$ cat src/rtl/rss_pkg.sv
package rss_pkg;
  localparam int DATA_W  = 8;
  localparam int NUM_W1C = 5;

  localparam int BIT_COLD  = 7;
  localparam int BIT_NOLOG = 5;
  localparam int BIT_MGMT  = 3;
  localparam int BIT_BTN   = 2;
  localparam int BIT_BKP   = 1;
  localparam int BIT_WDOG  = 0;

  // Map a write-one-to-clear slot to its bit position in the byte.
  function automatic int w1c_pos(input int slot);
    case (slot)
      0:       return BIT_COLD;
      1:       return BIT_MGMT;
      2:       return BIT_BTN;
      3:       return BIT_BKP;
      default: return BIT_WDOG;
    endcase
  endfunction

  // Value a slot takes at power-on.
  function automatic logic w1c_init(input int slot);
    return (slot == 0);
  endfunction

  // Sticky flag: set dominates clear.
  function automatic logic next_w1c(input logic q, input logic set, input logic clr);
    return set | (q & ~clr);
  endfunction

  // Host-set flag, cleared by the second agent: host set dominates.
  function automatic logic next_hostset(input logic q, input logic set, input logic clr);
    return set | (q & ~clr);
  endfunction
endpackage

$ cat src/rtl/rss_decode.sv
module rss_decode #(
  parameter int ADDR_W = 16,
  parameter logic [ADDR_W-1:0] BASE_ADDR = 16'h0285
) (
  input  logic [ADDR_W-1:0] addr,
  input  logic              wr_en,
  input  logic              rd_en,
  output logic              wr_hit,
  output logic              rd_hit
);
  logic addr_match;
  assign addr_match = (addr == BASE_ADDR);
  assign wr_hit = wr_en & addr_match;
  assign rd_hit = rd_en & addr_match;
endmodule

$ cat src/rtl/rss_w1c_flag.sv
module rss_w1c_flag
  import rss_pkg::*;
#(
  parameter logic INIT = 1'b0
) (
  input  logic clk,
  input  logic por_n,
  input  logic set,
  input  logic clr,
  output logic q
);
  always_ff @(posedge clk or negedge por_n) begin
    if (!por_n) q <= INIT;
    else        q <= next_w1c(q, set, clr);
  end

  // an event sets the flag, even against a clear
  a_r2_event_sets: assert property (@(posedge clk) disable iff (!por_n)
    set |=> q);
  // a clear without an event empties the flag
  a_r3_clear_empties: assert property (@(posedge clk) disable iff (!por_n)
    (clr && !set) |=> !q);
  // no clear and no event keeps the flag
  a_r3_holds: assert property (@(posedge clk) disable iff (!por_n)
    (!clr && !set) |=> $stable(q));
endmodule

$ cat src/rtl/rss_hostset_flag.sv
module rss_hostset_flag
  import rss_pkg::*;
(
  input  logic clk,
  input  logic por_n,
  input  logic host_set,
  input  logic agent_clr,
  output logic q
);
  always_ff @(posedge clk or negedge por_n) begin
    if (!por_n) q <= 1'b0;
    else        q <= next_hostset(q, host_set, agent_clr);
  end

  // host write of one sets the flag
  a_r5_host_sets: assert property (@(posedge clk) disable iff (!por_n)
    host_set |=> q);
  // the management clear empties the flag when the host is not setting it
  a_r10_agent_clears: assert property (@(posedge clk) disable iff (!por_n)
    (agent_clr && !host_set) |=> !q);
  // without the management clear the flag never falls
  a_r5_no_host_clear: assert property (@(posedge clk) disable iff (!por_n)
    !agent_clr |=> !$fell(q));
endmodule

$ cat src/rtl/rss_readback.sv
module rss_readback
  import rss_pkg::*;
(
  input  logic              clk,
  input  logic              sys_rst_n,
  input  logic              por_n,
  input  logic              rd_hit,
  input  logic [DATA_W-1:0] status,
  output logic [DATA_W-1:0] rd_data
);
  always_ff @(posedge clk or negedge sys_rst_n) begin
    if (!sys_rst_n)  rd_data <= '0;
    else if (rd_hit) rd_data <= status;
    else             rd_data <= '0;
  end

  // a matching read presents the byte one cycle later
  a_r9_read_latency: assert property (@(posedge clk) disable iff (!sys_rst_n || !por_n)
    rd_hit |=> (rd_data == $past(status)));
  // no matching read gives zero
  a_r7_idle_zero: assert property (@(posedge clk) disable iff (!sys_rst_n || !por_n)
    !rd_hit |=> (rd_data == '0));
  // reserved positions never read as one
  a_r6_reserved_zero: assert property (@(posedge clk) disable iff (!sys_rst_n || !por_n)
    (rd_data[6] == 1'b0) && (rd_data[4] == 1'b0));
endmodule

$ cat src/rtl/rss_status_reg.sv
module rss_status_reg
  import rss_pkg::*;
#(
  parameter int ADDR_W = 16,
  parameter logic [ADDR_W-1:0] BASE_ADDR = 16'h0285
) (
  input  logic              clk,
  input  logic              por_n,
  input  logic              sys_rst_n,
  input  logic [ADDR_W-1:0] addr,
  input  logic              wr_en,
  input  logic [DATA_W-1:0] wr_data,
  input  logic              rd_en,
  output logic [DATA_W-1:0] rd_data,
  input  logic              evt_cold,
  input  logic              evt_mgmt,
  input  logic              evt_button,
  input  logic              evt_backplane,
  input  logic              evt_wdog,
  input  logic              mgmt_clr_nolog,
  output logic              no_log
);
  logic               wr_hit;
  logic               rd_hit;
  logic [NUM_W1C-1:0] evt_vec;
  logic [NUM_W1C-1:0] clr_vec;
  logic [NUM_W1C-1:0] flag_q;
  logic [DATA_W-1:0]  status;
  logic               nolog_set;
  logic               nolog_q;
  logic               unused_wr_bits;

  assign evt_vec = {evt_wdog, evt_backplane, evt_button, evt_mgmt, evt_cold};
  assign unused_wr_bits = ^{wr_data[6], wr_data[4]};

  rss_decode #(.ADDR_W(ADDR_W), .BASE_ADDR(BASE_ADDR)) u_decode (
    .addr   (addr),
    .wr_en  (wr_en),
    .rd_en  (rd_en),
    .wr_hit (wr_hit),
    .rd_hit (rd_hit)
  );

  for (genvar i = 0; i < NUM_W1C; i++) begin : g_flag
    localparam int POS = w1c_pos(i);
    assign clr_vec[i] = wr_hit & wr_data[POS];
    rss_w1c_flag #(.INIT(w1c_init(i))) u_flag (
      .clk   (clk),
      .por_n (por_n),
      .set   (evt_vec[i]),
      .clr   (clr_vec[i]),
      .q     (flag_q[i])
    );
    assign status[POS] = flag_q[i];
  end

  assign nolog_set = wr_hit & wr_data[BIT_NOLOG];

  rss_hostset_flag u_nolog (
    .clk       (clk),
    .por_n     (por_n),
    .host_set  (nolog_set),
    .agent_clr (mgmt_clr_nolog),
    .q         (nolog_q)
  );

  assign status[BIT_NOLOG] = nolog_q;
  assign status[6] = 1'b0;
  assign status[4] = 1'b0;
  assign no_log = nolog_q;

  rss_readback u_readback (
    .clk       (clk),
    .sys_rst_n (sys_rst_n),
    .por_n     (por_n),
    .rd_hit    (rd_hit),
    .status    (status),
    .rd_data   (rd_data)
  );

  // a write elsewhere changes no flag
  a_r7_foreign_write: assert property (@(posedge clk) disable iff (!por_n)
    (wr_en && !wr_hit && (evt_vec == '0) && !mgmt_clr_nolog) |=> $stable(status));
endmodule

$ cat config.mk
export PLATFORM = sky130hd
export DESIGN_NAME = rss_status_reg
export DESIGN_NICKNAME = d
export VERILOG_FILES = /design/src/rtl/rss_pkg.sv /design/src/rtl/rss_decode.sv /design/src/rtl/rss_w1c_flag.sv /design/src/rtl/rss_hostset_flag.sv /design/src/rtl/rss_readback.sv /design/src/rtl/rss_status_reg.sv
export SDC_FILE = /design/constraint.sdc
export NUM_CORES = 1
export LEC_CHECK = 0
export BUFFER_PORTS_ARGS = -buffer_cell sky130_fd_sc_hd__buf_2
export CAP_MARGIN = 20
export CORE_UTILIZATION = 40
export CTS_BUF_LIST = sky130_fd_sc_hd__clkbuf_4
export DETAILED_ROUTE_END_ITERATION = 16
export GPL_TIMING_DRIVEN = 0
export PLACE_DENSITY = 0.8
export SLEW_MARGIN = 20
export SYNTH_ARGS = -nofsm -noshare
export SYNTH_HDL_FRONTEND = slang
export SYNTH_HIERARCHICAL = 1
export SYNTH_SLANG_ARGS = --single-unit
$ cat constraint.sdc
create_clock -name clk -period 1 [get_ports clk]
set_clock_uncertainty 0.1 [all_clocks]
set_input_delay 0.1 -clock clk [delete_from_list [all_inputs] [get_ports clk]]
set_output_delay 0.1 -clock clk [all_outputs]
set_load 0.01 [all_outputs]
# Yosys cells after proc, flatten, opt, wreduce, memory -nomap -nowiden
# Index checks and enable logic that the tools add are counted.
[op_classes]
eq_ne = 1
muxes = 1
bitwise_logic = 26
[ops]
columns = ["operator", "n"]
rows = [
  ["equality test 16 x 10 -> 1 bit (second input constant)", 1],
  ["AND 1 bit", 14],
  ["2-to-1 mux 8 bit", 1],
  ["NOT 1 bit", 6],
  ["bitwise OR 1 bit", 6],
]
[totals]
ff_bits = 14
inputBits = 35

# Logic depth before layout (Yosys ltp)
# Gate-level depths: netlist of the first run.
[logic_depth]
ltp_word = 6
depth_mapped = 6
depth_no_buf = 6

# Hierarchy
# Netlist of the first run, hierarchy kept.
[modules_own_cells]
columns = ["module", "instances", "cells_per_inst", "area_each_um2", "seq_area_each_um2"]
rows = [
  ["rss_readback", 1, 16, 250.2, 200.2],
  ["rss_w1c_flag at g_flag[1].u_flag ...", 4, 3, 36.3, 25.0],
  ["rss_decode", 1, 9, 76.3, 0.0],
  ["rss_status_reg", 1, 7, 41.3, 0.0],
  ["rss_w1c_flag at g_flag[0].u_flag", 1, 3, 37.5, 26.3],
  ["rss_hostset_flag", 1, 3, 36.3, 25.0],
]

# Least setup slack after synthesis of the first run
# No wires, ideal clock.
[synth_path]
path_type = "input to register"
from = "input port addr[11]"
to = "register g_flag[1].u_flag.q"
setup_time_ps = 118
arrival_ps = 972
t_required_ps = 782
setup_slack_ps = -190
path_stages = 6
n_path_buf = 0
path_cell_list = "nor4b_2 -> nand4_1 -> nor2_1 -> and2_1 -> inv_1 -> a21o_1"
[synth_between]
elab_chain_len = 6
[synth_rtl]
columns = ["item", "line_no", "rtl"]
rows = [
  ["start, declared", "rss_status_reg.sv:10", "input logic [ADDR_W-1:0] addr,"],
  ["equality test 16 x 10 -> 1 bit", "rss_decode.sv:12", "assign addr_match = (addr == BASE_ADDR);"],
  ["AND 1 bit", "rss_decode.sv:13", "assign wr_hit = wr_en & addr_match;"],
  ["named net wr_hit", "rss_status_reg.sv:23", "logic wr_hit;"],
  ["AND 1 bit", "rss_status_reg.sv:46", "assign clr_vec[i] = wr_hit & wr_data[POS];"],
  ["named net clr_vec[1]", "rss_status_reg.sv:26", "logic [NUM_W1C-1:0] clr_vec;"],
  ["NOT 1 bit", "rss_pkg.sv:30", "return set | (q & ~clr);"],
  ["AND 1 bit", "rss_pkg.sv:30", ""],
  ["bitwise OR 1 bit", "rss_pkg.sv:30", ""],
  ["end signal, assigned", "rss_w1c_flag.sv:14", "else q <= next_w1c(q, set, clr);"],
  ["end, declared", "rss_w1c_flag.sv:10", "output logic q"],
]
# The timed path passes the listed nets, and every way through them passes these cells.

# Final worst setup path of the first run
[layout_path]
from = "input port addr[10]"
to = "register u_readback.rd_data[3]"
[layout_between]
elab_chain_len = 3
[layout_rtl]
columns = ["item", "line_no", "rtl"]
rows = [
  ["equality test 16 x 10 -> 1 bit", "rss_decode.sv:12", ""],
  ["AND 1 bit", "rss_decode.sv:14", "assign rd_hit = rd_en & addr_match;"],
  ["named net rd_hit", "rss_status_reg.sv:24", "logic rd_hit;"],
  ["2-to-1 mux 8 bit", "rss_readback.sv:13", "else if (rd_hit) rd_data <= status;"],
  ["end signal, assigned", "rss_readback.sv:13", ""],
  ["end, declared", "rss_readback.sv:9", "output logic [DATA_W-1:0] rd_data"],
]
# The timed path passes the listed nets, and every way through them passes these cells.

==> results of run 1 <==
[state kept, by name (all words and copies together), names as in the netlist]
register,flops
g_flag.u_flag/q,5
u_nolog/q,1
u_readback/rd_data,8
[final cells by class]
class	count	area, µm²	share of cell area (%)
Multi-Input combinational cell	29	245	24.7
Tap cell	15	18.8	1.89
Clock inverter	1	3.75	0.378
Inverter	8	30.0	3.02
Timing Repair Buffer	50	322	32.4
Sequential cell	14	352	35.4
Clock buffer	3	22.5	2.27
[path summary, 6_finish.rpt]
check | slack [ps] | end | depth (start not counted)
max in group asynchronous | 500 | g_flag[0].u_flag/q | 2
worst min register to register | 380 | g_flag[4].u_flag/q | 1
worst max register to register | 130 | u_nolog/q | 2
worst max-delay path | -70 | u_readback/rd_data[3] | 5
min in group asynchronous | 80 | g_flag[4].u_flag/q | 2
worst min-delay path | 20 | u_nolog/q | 3
[metrics by stage]
step	cells	hold WS [ps]
final	120	15.7
after floorplan	51	-296
after global placement	107	-176
after detailed placement	107	-174
after CTS	119	8.98
after global routing	120	10.7
[where the power goes]
part           leakage [nW]  internal, mW  switching [mW]
registers             0.171         0.566      0.00000166
clock network        0.0154         0.144           0.167
logic                 0.342        0.0850          0.0446
total                 0.528         0.795           0.212
[worst min-delay path, stage by stage]
cell,delay (ps)
buf_2,90
inv_1,40
a21o_1,110
[per-layer routing]
metal	up-vias	global-route usage, %
met2	39	33.1
met3	6	3.33
li1	269	-
met5	-	0
met1	242	15.1
met4	0	15.8
[synthesized netlist by cell type (all sizes together)]
cell,n
inv,8
and4bb,1
dfstp,1
nor2,2
and2,14
nor4b,2
nor4,1
a21o,6
nand4,1
dfrtp,13
conb,1
[cell families (layout without fill, tap and decap cells)]
group / count (synthesis) / count (layout)
AND/OR/NAND/NOR: 21 / 21
flip-flops: 14 / 14
buffers and inverters: 8 / 62
AO/OA/AOI/OAI: 6 / 6
other: 1 / 2
[what timing repair did]
| action | CTS | global route |
|---|---|---|
| hold buffers | 7 | 0 |
| pin swaps | 13 | 4 |
| setup buffers | 1 | 1 |
| endpoints found under the hold margin | 19 | 0 |
| setup endpoints to repair | 12 | 20 |
| resized for setup | 5 | 3 |
==> flow_summary.yaml, run 1 <==
sta:
  hold_violations: 0
  tns_ps: -632
  slew_viol_final: 0
  min_period_ps: 1070
  max_freq_ghz: 0.933
  layout_setup_ws_ps: -71.5
  finalCritPeriodShare_pct: 107
  setup-violations-final: 12
  rsz0062_at_grt: "yes"
layout:
  syn_to_final_growth_pct: 69.3
  nFillCells: 107
  diodes: 0
  final_common_cell: "buf_2"
  layout-drive-gt1-share_pct: 51.4
  final_net_count: 141
  fin_area_um2: 993
  final_util_pct: 74.5
  layout_common_cells: "buf_2, and2_1, dfrtp_1"
synth:
  synth.avg_cell_area_um2: 11.7
  synth_area_leaders: "dfrtp_1, and2_1, a21o_1, inv_1, nor4b_2"
  synth_top_area_share_pct: 55.4
  ys_seq_area_share_pct: 59.9
  ys_warn_count: 6
  synth_xor_area_share_pct: 0
  ys_types: 11
  synth-seq-cells: 14
  synth_top_family_by_area: "simple AND/OR/NAND/NOR gates"
  synthMuxAreaShare_pct: 0
  synth.cell_area_um2: 587
  synthesis.instances: 50
  synth_compound_area_share_pct: 7.68
  synth_fa_ha_area_share_pct: 0
  yosys.area_share.simple_pct: 26.7
  yosysTopAreaCell: "dfrtp_1"
clock_network:
  htree_levels: 1
  cts_sinks: 14
  cts_tree: "done"
  cts_buffers: 3
  cts_buffer_depth: 2
  root_buffer: "clkbuf_4"
  clkTransAtPathRegs_ps: 80
  clkLatencyLatePin_ps: 270
pwr:
  ir_worst_vdd_mv: 0.616
  powerDensity_nw_per_um2: 1010
  p_leak_nw: 0.528
  p_total_mw: 1.01
floorplan:
  io_pins: 44
  die_x_um: 40.3
  die_height_um: 40.3
  core-area_um2: 1330
  initial_core_util_pct: 44.0
  die_area_um2: 1620
  row_count: 13
global_route:
  grt_pass1_vias: 507
  track_usage_pct: 17.5
  grt_overflow: 0
  grt_max_degree: 9
  antenna_found_initial: 0
  grt_pass1_wl_mm: 1.79
critical_path:
  endpoint_kind: "flip-flop"
  startpoint: "addr[10]"
  crit_arrival_ps: 1180
  crit_fanout: 8
  cp_num_buf_inv: 1
  critical_path_required_ps: 1110
  critPathMaxStageDelay_ps: 350
  path_class: "in2reg"
  slowest_stage: "nor2_1"
  crit_family: "simple AND/OR/NAND/NOR gates"
  start_kind: "input port"
  timing.rr.start: "u_nolog/q"
  cp_cell_sequence: "buf_6 > nor4b_4 > nand4_1 > nor2_1 > and2_1"
route:
  wl_per_cell_um: 10.1
  top_layer: "met4"
  dr_wl_met3_um: 106
  detail_route.vias_per_cell: 4.63
  first_pass_iters: 2
  wl_mm: 1.21
  detail-route-antenna-nets: 0
  vias: 556
  wl_met1_um: 410
  first_iter_violations: 2
  dr_wl_met2_um: 659
  route.detailed.drc: 0
min_path:
  min-delay-start: "mgmt_clr_nolog"
  hp-class: "in2reg"
outcome:
  status: "finished, violations left"
  violations: "negative setup slack"
placement:
  placed_cell_area_um2: 843
  pre_cts_ws_ps: -391
  finalWeightedCongestion: 0.698
  portBuffers: 41
  post-dp-hpwl_um: 992
run:
  cap_violations: 0
Note: power is estimated with default switching activity, not from simulation.
==> inputs of run 2 (changes only) <==
--- a/config.mk
+++ b/config.mk
@@ -7,11 +7,10 @@
 export LEC_CHECK = 0
 export BUFFER_PORTS_ARGS = -buffer_cell sky130_fd_sc_hd__buf_2
 export CAP_MARGIN = 20
-export CORE_UTILIZATION = 40
+export CORE_UTILIZATION = 31
 export CTS_BUF_LIST = sky130_fd_sc_hd__clkbuf_4
 export DETAILED_ROUTE_END_ITERATION = 16
 export GPL_TIMING_DRIVEN = 0
-export PLACE_DENSITY = 0.8
 export SLEW_MARGIN = 20
 export SYNTH_ARGS = -nofsm -noshare
 export SYNTH_HDL_FRONTEND = slang
==> flow_summary.yaml, run 2 (synthesized netlist as in run 1, its figures left out) <==
sta:
  setup-violations-final: 12
  layout_setup_ws_ps: -109
  slew_viol_final: 0
  finalCritPeriodShare_pct: 111
  hold_violations: 0
  max_freq_ghz: 0.902
  rsz0062_at_grt: "yes"
  tns_ps: -721
  min_period_ps: 1110
clock_network:
  cts_sinks: 14
  cts_buffers: 3
  clkTransAtPathRegs_ps: 80
  htree_levels: 1
  cts_buffer_depth: 2
  cts_tree: "done"
  clkLatencyLatePin_ps: 270
  root_buffer: "clkbuf_4"
placement:
  portBuffers: 41
  finalWeightedCongestion: 0.642
  post-dp-hpwl_mm: 1.03
critical_path:
  path_class: "in2reg"
  start_kind: "input port"
  critPathMaxStageDelay_ps: 280
  startpoint: "addr[5]"
  endpoint_kind: "flip-flop"
  slowest_stage: "and4bb_2"
  critical_path_required_ps: 1070
  crit_arrival_ps: 1170
  cp_num_buf_inv: 2
  cp_cell_sequence: "buf_2 > and4bb_2 > nand4_1 > nor2_4 > and2_1 > inv_1 > a21o_1"
  timing.rr.start: "g_flag[0].u_flag/q"
  crit_fanout: 6
  crit_family: "simple AND/OR/NAND/NOR gates"
layout:
  final_common_cell: "buf_2"
  multi_input_area_um2: 255
  layout_common_cells: "buf_2, dfrtp_1, and2_1"
  regArea_um2: 352
  largest_reg_flops: 8
  largest-register: "u_readback/rd_data"
  reg_top3: "u_readback/rd_data: 8 flops, g_flag.u_flag/q: 5 flops, u_nolog/q: 1 flops"
  final_util_pct: 58.7
  syn_to_final_growth_pct: 74.6
  final_net_count: 141
  diodes: 0
  layout-drive-gt1-share_pct: 52.4
  nFillCells: 157
global_route:
  antenna_found_initial: 0
  grt_pass1_wl_mm: 1.93
  grt_max_degree: 9
  track_usage_pct: 13.9
  grt_pass1_vias: 503
  grt_overflow: 0
route:
  detail_route.vias_per_cell: 4.22
  route.detailed.drc: 0
  wl_mm: 1.34
  detail-route-antenna-nets: 0
  vias: 548
  wl_per_cell_um: 10.3
  first_pass_iters: 2
  first_iter_violations: 5
floorplan:
  initial_core_util_pct: 33.6
  die_area_um2: 2070
  die_x_um: 45.5
  die_height_um: 45.5
  io_pins: 44
  row_count: 15
  core-area_um2: 1750
pwr:
  powerDensity_nw_per_um2: 992
  p_total_mw: 1.02
  p_leak_nw: 0.528
  ir_worst_vdd_mv: 0.440
outcome:
  violations: "negative setup slack"
  status: "finished, violations left"
min_path:
  hp-class: "in2reg"
  min-delay-start: "wr_data[5]"
run:
  cap_violations: 0
-- run 2: cell types whose count changed in the layout (fill, tap and decap cells not counted), sizes merged --
cell	change
buf	-1
dlygate4sd3	+1
-- run 2: stage by stage --
step	setup slack (ps)	area [µm²]	hold slack, ps	std cells
6_report	-109	1020	18.8	130
5_1_grt	-152	1020	17.9	130
4_1_cts	-127	998	9.24	129
3_5_place_dp	-480	856	-165	117
3_3_place_gp	-441	856	-165	117
2_1_floorplan	-157	619	-296	51
-- run 2: per-layer routing --
layer	vias to the layer above	routed length [µm]	global-route usage, %
met1	249	465	13.0
li1	265	-	-
met3	2	102	3.97
met5	-	0	0
met4	0	19	9.09
met2	32	751	25.7
-- run 2: final cells by class --
type	count	share of cell area [%]
Timing Repair Buffer	50	32.2
Clock inverter	1	0.366
Clock buffer	3	2.20
Tap cell	25	3.05
Inverter	8	2.93
Multi-Input combinational cell	29	24.9
Sequential cell	14	34.3
-- run 2: power breakdown --
part	switching (mW)	internal, mW	total [mW]
clock	0.168	0.144	0.313
combinational	0.0476	0.0900	0.138
sequential	0.00000171	0.566	0.566
-- run 2: path summary, 6_finish.rpt --
| check | slack (ps) | cells past startpoint | to |
|---|---|---|---|
| max | -110 | 7 | g_flag[1].u_flag/q |
| min | 20 | 3 | u_nolog/q |
| max reg2reg | 210 | 1 | u_readback/rd_data[7] |
| min reg2reg | 380 | 1 | g_flag[4].u_flag/q |
| max in group asynchronous | 510 | 2 | g_flag[0].u_flag/q |
| min in group asynchronous | 80 | 2 | g_flag[4].u_flag/q |
-- run 2: what timing repair did --
item                                    in CTS  in global routing
pin swaps                                   12                 11
gates resized for setup                      6                  6
setup buffers                                0                  1
hold buffers                                 8                  0
endpoints found under the hold margin       20                  0
endpoints found under the setup margin      12                 19
-- run 2: worst min-delay path: cells and delay by family --
| kind | cells | cell delay (ps) |
|---|---|---|
| AO/OA/AOI/OAI | 1 | 80 |
| AND/OR/NAND/NOR | 1 | 110 |
| buffers and inverters | 1 | 70 |
